$ cat config.mk
export PLATFORM = sky130hd
export DESIGN_NAME = fpsr_ctrl
export DESIGN_NICKNAME = d
export VERILOG_FILES = /design/src/rtl/fpsr_pkg.sv /design/src/rtl/fpsr_mode_dec.sv /design/src/rtl/fpsr_exc_eval.sv /design/src/rtl/fpsr_store.sv /design/src/rtl/fpsr_ctrl.sv
export SDC_FILE = /design/constraint.sdc
export NUM_CORES = 1
export LEC_CHECK = 0
export BUFFER_PORTS_ARGS = -buffer_cell sky130_fd_sc_hd__buf_4
export CORE_MARGIN = 2
export CORE_UTILIZATION = 34
export DETAILED_ROUTE_END_ITERATION = 6
export PLACE_DENSITY = 0.75
export SLEW_MARGIN = 25
export SYNTH_ARGS = -nofsm -noshare
export SYNTH_HDL_FRONTEND = slang
export SYNTH_SLANG_ARGS = --single-unit
$ cat constraint.sdc
create_clock -name clk -period 1.1 [get_ports clk]
set_input_delay 0.165 -clock clk [delete_from_list [all_inputs] [get_ports clk]]
set_output_delay 0.165 -clock clk [all_outputs]
set_load 0.01 [all_outputs]
$ cat src/rtl/fpsr_pkg.sv
// Package: field positions, masks and codes of the floating-point status word.
// Assumes a 32-bit word and five exception kinds.
package fpsr_pkg;
    localparam int CSR_W    = 32;
    localparam int NEXC     = 5;
    localparam int RM_W     = 2;
    localparam int RM_LO    = 0;
    localparam int FLAG_LO  = 2;
    localparam int EN_LO    = FLAG_LO + NEXC;
    localparam int CAUSE_LO = EN_LO + NEXC;
    localparam int FTZ_BIT  = 18;
    localparam int VEC_W    = 12;
    localparam logic [RM_W-1:0]  RM_TRUNC = 2'b01;
    localparam logic [VEC_W-1:0] EXC_VEC  = 12'h120;
    localparam logic [CSR_W-1:0] WR_MASK  = 32'h003D_FFFF;
endpackage

$ cat src/rtl/fpsr_mode_dec.sv
// Mode decoder: turns the rounding field and flush bit into datapath controls.
// Assumes only the truncation encoding selects round-toward-zero.
module fpsr_mode_dec
    import fpsr_pkg::*;
(
    input  logic [RM_W-1:0] rm_field,
    input  logic            ftz_bit,
    output logic            rnd_to_zero,
    output logic            flush_denorm
);
    // Decode the rounding field; every other value means nearest-even.
    always_comb begin
        rnd_to_zero  = (rm_field == RM_TRUNC);
        flush_denorm = ftz_bit;
    end

    // p_rtz_decode_r3: immediate check of the decode.
    always_comb begin
        p_rtz_decode_r3: assert (rnd_to_zero == (rm_field == 2'b01));
    end
endmodule

$ cat src/rtl/fpsr_exc_eval.sv
// Exception evaluator: builds the post-operation status word and the trap.
// Assumes raw_exc is valid only while op_done is high.
module fpsr_exc_eval
    import fpsr_pkg::*;
(
    input  logic             clk,
    input  logic             rst_n,
    input  logic [CSR_W-1:0] csr,
    input  logic             op_done,
    input  logic [NEXC-1:0]  raw_exc,
    output logic [CSR_W-1:0] nxt_csr,
    output logic             trap
);
    logic [NEXC-1:0] cause_cur;
    logic [NEXC-1:0] en_cur;
    logic [NEXC-1:0] hit;
    logic            any_raw;

    // Split the stored word into its exception fields.
    always_comb begin
        cause_cur = csr[CAUSE_LO +: NEXC];
        en_cur    = csr[EN_LO +: NEXC];
        any_raw   = |raw_exc;
    end

    // One match lane per exception kind: enabled and present in the new cause.
    for (genvar i = 0; i < NEXC; i++) begin : g_lane
        assign hit[i] = (cause_cur[i] | raw_exc[i]) & en_cur[i];
    end

    // Next word: flags replaced every time, cause accumulated only when raised.
    always_comb begin
        nxt_csr = csr;
        nxt_csr[FLAG_LO +: NEXC] = raw_exc;
        if (any_raw) begin
            nxt_csr[CAUSE_LO +: NEXC] = cause_cur | raw_exc;
        end
    end

    // Trap request exists only in an operation cycle that raised something.
    always_comb begin
        trap = op_done && any_raw && (|hit);
    end

    // p_trap_needs_op_r7: no request without a completed operation.
    p_trap_needs_op_r7: assert property (@(posedge clk) disable iff (!rst_n)
        trap |-> (op_done && raw_exc != '0));
    // p_trap_enabled_r7: a request implies some enable bit is set.
    p_trap_enabled_r7: assert property (@(posedge clk) disable iff (!rst_n)
        trap |-> (csr[11:7] != '0));
endmodule

$ cat src/rtl/fpsr_store.sv
// Status register: masked software write wins over the operation update.
// Assumes the update word is only applied in op_done cycles.
module fpsr_store
    import fpsr_pkg::*;
(
    input  logic             clk,
    input  logic             rst_n,
    input  logic             wr_en,
    input  logic [CSR_W-1:0] wr_data,
    input  logic             op_done,
    input  logic [CSR_W-1:0] nxt_csr,
    output logic [CSR_W-1:0] csr_q
);
    // Hold the status word with priority reset > write > operation update.
    always_ff @(posedge clk) begin
        if (!rst_n) begin
            csr_q <= '0;
        end else if (wr_en) begin
            csr_q <= wr_data & WR_MASK;
        end else if (op_done) begin
            csr_q <= nxt_csr;
        end
    end

    // p_rsvd_zero_r2: reserved bits never become visible.
    p_rsvd_zero_r2: assert property (@(posedge clk) disable iff (!rst_n)
        (csr_q[31:22] == '0) && !csr_q[17]);
    // p_cause_sticky_r6: an operation never clears a cause bit.
    p_cause_sticky_r6: assert property (@(posedge clk) disable iff (!rst_n)
        ($past(rst_n) && $past(op_done && !wr_en)) |->
        ((csr_q[16:12] & $past(csr_q[16:12])) == $past(csr_q[16:12])));
    // p_modes_kept_r10: an operation keeps mode and enable bits.
    p_modes_kept_r10: assert property (@(posedge clk) disable iff (!rst_n)
        ($past(rst_n) && $past(op_done && !wr_en)) |->
        (csr_q[11:7] == $past(csr_q[11:7]) && csr_q[1:0] == $past(csr_q[1:0])
         && csr_q[21:18] == $past(csr_q[21:18])));
endmodule

$ cat src/rtl/fpsr_ctrl.sv
// Top: floating-point status word, mode outputs and exception request.
// Assumes op_done and raw_exc come from the datapath in the same cycle.
module fpsr_ctrl
    import fpsr_pkg::*;
(
    input  logic              clk,
    input  logic              rst_n,
    input  logic              wr_en,
    input  logic [31:0]       wr_data,
    input  logic              op_done,
    input  logic [4:0]        raw_exc,
    output logic [31:0]       csr_q,
    output logic              rnd_to_zero,
    output logic              flush_denorm,
    output logic              exc_req,
    output logic [11:0]       exc_vector
);
    logic [CSR_W-1:0] nxt_csr;
    logic             trap;

    fpsr_store u_store (
        .clk     (clk),
        .rst_n   (rst_n),
        .wr_en   (wr_en),
        .wr_data (wr_data),
        .op_done (op_done),
        .nxt_csr (nxt_csr),
        .csr_q   (csr_q)
    );

    fpsr_exc_eval u_eval (
        .clk     (clk),
        .rst_n   (rst_n),
        .csr     (csr_q),
        .op_done (op_done),
        .raw_exc (raw_exc),
        .nxt_csr (nxt_csr),
        .trap    (trap)
    );

    fpsr_mode_dec u_mode (
        .rm_field     (csr_q[RM_LO +: RM_W]),
        .ftz_bit      (csr_q[FTZ_BIT]),
        .rnd_to_zero  (rnd_to_zero),
        .flush_denorm (flush_denorm)
    );

    // Drive the request and its vector code together.
    always_comb begin
        exc_req    = trap;
        exc_vector = trap ? EXC_VEC : '0;
    end

    // p_vector_code_r8: the vector is the fixed code exactly while requesting.
    p_vector_code_r8: assert property (@(posedge clk) disable iff (!rst_n)
        exc_req ? (exc_vector == 12'h120) : (exc_vector == '0));
    // p_ftz_follow_r4: flush control tracks the stored bit.
    p_ftz_follow_r4: assert property (@(posedge clk) disable iff (!rst_n)
        flush_denorm == csr_q[18]);
endmodule

==> impl_summary.md <==
Timing
Setup violations remaining at the end of the flow were counted as 3. The final critical path time including I/O delays and setup is 1.39 ns. In the finished design, the share of the clock period the worst path needs comes to 126%. For the final database, setup skew stands at 0 ns. Setup repair after global routing could not meet its margin everywhere.

The worst hold slack after final layout is 0.112 ns. The upper clock frequency limit is 0.719 GHz. The final-report max-slew violation count is 0. The smallest setup slack after layout is -0.290 ns. The count of final hold-check violations is 0.

Place
The placed instances occupy a cell area of 1460 sq um. The placement-stage worst setup slack is -0.281 ns. Buffers placed on the I/O ports in this run total 55.

Once detailed placement completed, the half-perimeter wirelength came to 2.04 mm. In this run, placement finished with an instance count of 205. At the end of routability-driven placement, the weighted congestion stood at 0.719.

Floorplan
The full die area is 3540 sq um. In this run the horizontal extent of the chip is 59.5 um. 88 I/O pins were placed. For this configuration, the core starts out at a cell density of 34.9%.

In this run the core area contains 20 standard-cell rows. The area of the core region is 3000 sq um. The overall die height is 59.5 um.

Finish
The share of layout cells above drive strength 1 is 47.8%. The count of cells in the finished layout, fillers not included, comes to 211. The flip-flop count of the largest register after layout is 21. The net count of the finished layout is 220. The count of antenna diodes in the layout is 0. u_store.csr_q holds more flip-flops than any other register.

The largest registers in the layout are u_store.csr_q (21). From synthesis to final layout, the design area changed by 48.9%. The cell area after layout is 1560 sq um.

Clock network
In this run the deepest clock path goes through 2 buffers. The clock-pin slew of the registers on the worst-case setup and hold paths is 0.12 ns. Hold repair after CTS inserted 0 buffers. The clock drives 21 sinks.

TritonCTS built the clock tree. The number of H-tree branching levels is 1. The later-pin clock latency in the skew report is 0.30 ns.

The number of clock buffers added by TritonCTS is 3. The clock tree root buffer cell is sky130_fd_sc_hd__clkbuf_4.

Detailed routing
The number of search-and-repair iterations in the first detailed-routing pass is 4. In this run, the number of DRC markers left after iteration 0 of detailed routing was 29. The DRC violations left is 0.

Using the TritonRoute via totals, the vias-per-cell ratio works out to 4.47. The final wirelength is 2.62 mm. The total number of vias is 944. Once detail routing completed, the nets flagged for antenna violations numbered 0. The detailed-route wire length per cell is 12.4 um.

Worst setup path
On the critical path, the stage with the largest delay is an instance of sky130_fd_sc_hd__dfxtp_2. The worst setup path is launched from a flip-flop. The required time of the worst setup path is 0.94 ns.

The largest single stage delay on the critical path is 0.35 ns. The critical path goes through o21ai_1, and4_1, a21oi_2, buf_4. The buffer and inverter count on the worst path is 1. Of all nets on the critical path, the largest fanout is 3. STA classifies the critical path endpoint as an output port. Data on the critical path arrives at its endpoint at 1.23 ns. The cell class contributing the biggest share of worst-path delay is flip-flops. The class of the most critical setup path is reg -> out.

Synthesis
The synthesized netlist devotes 0% of its cell area to adder and majority cells. The xor/xnor cell area share of the yosys netlist is 0%. The fraction of synthesized area in multiplexers is 15.3%.

Sequential cells were found to cover 40.1% of the synthesized design area. The post-synthesis area per instance is 9.11 sq um. The Yosys warning count is 0. The instance count of the mapped netlist is 115.

The compound-cell area share of the yosys netlist is 15.3%. The fraction of the mapped netlist area in simple logic gates is 8.72%. The distinct cell type count of the synthesized netlist is 13. The netlist area before placement is 1050 sq um.

After synthesis the netlist holds a flip-flop and latch count of 21. By area, the combinational part of the netlist is dominated by buffers and inverters.

Power
The analysis attributes to cell leakage a power of 0.000783 uW. For this design the ratio of total power to cell area is 1090 nW/um^2. IR analysis of the VDD net gives a maximum drop of 428 uV.

Global routing
Summed over all layers, the global routing overflow is 0. The via count of the first global-routing pass is 874. The pin count of the biggest net entering global routing is 22. The met2 track demand over resource in global routing is 24.6%.

The number of antenna violations at the first check in global routing is 0. The met1 track demand over resource in global routing is 16.5%. The met3 track demand over resource in global routing is 1.75%.

In this run the most used layer during global routing was met2. The aggregate global-route resource usage is 13.7%. The global-route wire length before repair is 3.74 mm.

Status
The flow ran to the end, but the final reports show violations. The checks that failed: negative setup slack.

Flow run
The max-capacitance violation count is 0.

Worst hold path
The min-delay analysis places its worst path in the category in -> reg.
-- cell usage after synthesis --
library cell	instances	area share, %
sky130_fd_sc_hd__a21oi_1	16	7.6
sky130_fd_sc_hd__and4_1	1	0.84
sky130_fd_sc_hd__buf_2	1	0.48
sky130_fd_sc_hd__buf_4	25	18
sky130_fd_sc_hd__clkbuf_1	4	1.4
sky130_fd_sc_hd__conb_1	1	0.36
sky130_fd_sc_hd__dfxtp_1	21	40
sky130_fd_sc_hd__inv_1	1	0.36
sky130_fd_sc_hd__mux2i_1	16	15
sky130_fd_sc_hd__nor2b_1	12	7.2
sky130_fd_sc_hd__o21ai_0	15	7.2
sky130_fd_sc_hd__o21ai_1	1	0.48
sky130_fd_sc_hd__or4_1	1	0.72
-- final timing paths --
| check | from | endpoint | slack (ns) | cells after the start |
|---|---|---|---|---|
| max | u_store.csr_q[11]$_SDFFE_PN0P_ | exc_vector[5] | -0.29 | 4 |
| min reg2reg | u_store.csr_q[19]$_SDFFE_PN0P_ | u_store.csr_q[19]$_SDFFE_PN0P_ | 0.53 | 2 |
| min | wr_data[21] | u_store.csr_q[21]$_SDFFE_PN0P_ | 0.11 | 3 |
| max reg2reg | u_store.csr_q[15]$_SDFFE_PN0P_ | u_store.csr_q[15]$_SDFFE_PN0P_ | 0.34 | 3 |
-- power breakdown --
group          internal (uW)  switching [uW]  total, uW
registers                817            30.2        847
clock network            136             242        377
logic                    258             209        467
total                   1210             481       1690
-- worst register-to-register path, stage by stage, from the launching register on --
cell and delay (ns):
sky130_fd_sc_hd__dfxtp_2 0.34, sky130_fd_sc_hd__buf_4 0.13, sky130_fd_sc_hd__a21oi_1 0.12, sky130_fd_sc_hd__a21oi_1 0.08
-- timing repair --
item                                   CTS  global route
setup endpoints to repair                4            12
endpoints found under the hold margin    0             0
pin swaps                                2             1
buffers inserted                         2             0
gates resized for setup                 14            10
-- stage by stage --
stage	util, %	total power [uW]	setup TNS, ns
finish	51.9	1690	-0.866
global route	51.9	1780	-1.13
CTS	50.7	1700	-0.950
detailed placement	48.7	1300	-0.840
global placement	48.7	1290	-0.695
floorplan	-	1120	-0.219
-- area by class of cell --
type	instances	area, sq um
repair buffers	69	552
clock inverters	1	5.00
flip-flops and latches	21	433
inverters	1	3.75
well taps	33	41.3
fillers	293	1440
clock buffers	3	22.5
multi-input cells	83	502
-- layout by cell type, fill, tap and decap left out --
master	instances
sky130_fd_sc_hd__o21ai_1	4
sky130_fd_sc_hd__buf_6	9
sky130_fd_sc_hd__dfxtp_1	11
sky130_fd_sc_hd__mux2i_1	16
sky130_fd_sc_hd__a21oi_1	15
sky130_fd_sc_hd__conb_1	21
sky130_fd_sc_hd__inv_1	1
sky130_fd_sc_hd__o21ai_0	12
sky130_fd_sc_hd__nor2b_4	1
sky130_fd_sc_hd__a21oi_2	1
sky130_fd_sc_hd__clkinv_2	1
sky130_fd_sc_hd__dfxtp_2	10
sky130_fd_sc_hd__and4_1	1
sky130_fd_sc_hd__or4_1	1
sky130_fd_sc_hd__nor2b_1	11
sky130_fd_sc_hd__clkbuf_4	3
sky130_fd_sc_hd__buf_4	60
-- metal layers --
layer  up-vias  part of all wire, %
li1        474                    -
met1       439                   40
met2        31                   55
met3         0                  5.3
met4         0                    0
met5         -                    0
-- logic make-up after synthesis --
group | count (synthesis)
muxes | 16
other | 1
DFF | 21
AOI/OAI and AO/OA | 32
and+or+nand+nor | 14
buffers and inverters | 31
No activity file was read; power rests on OpenSTA's default activity.
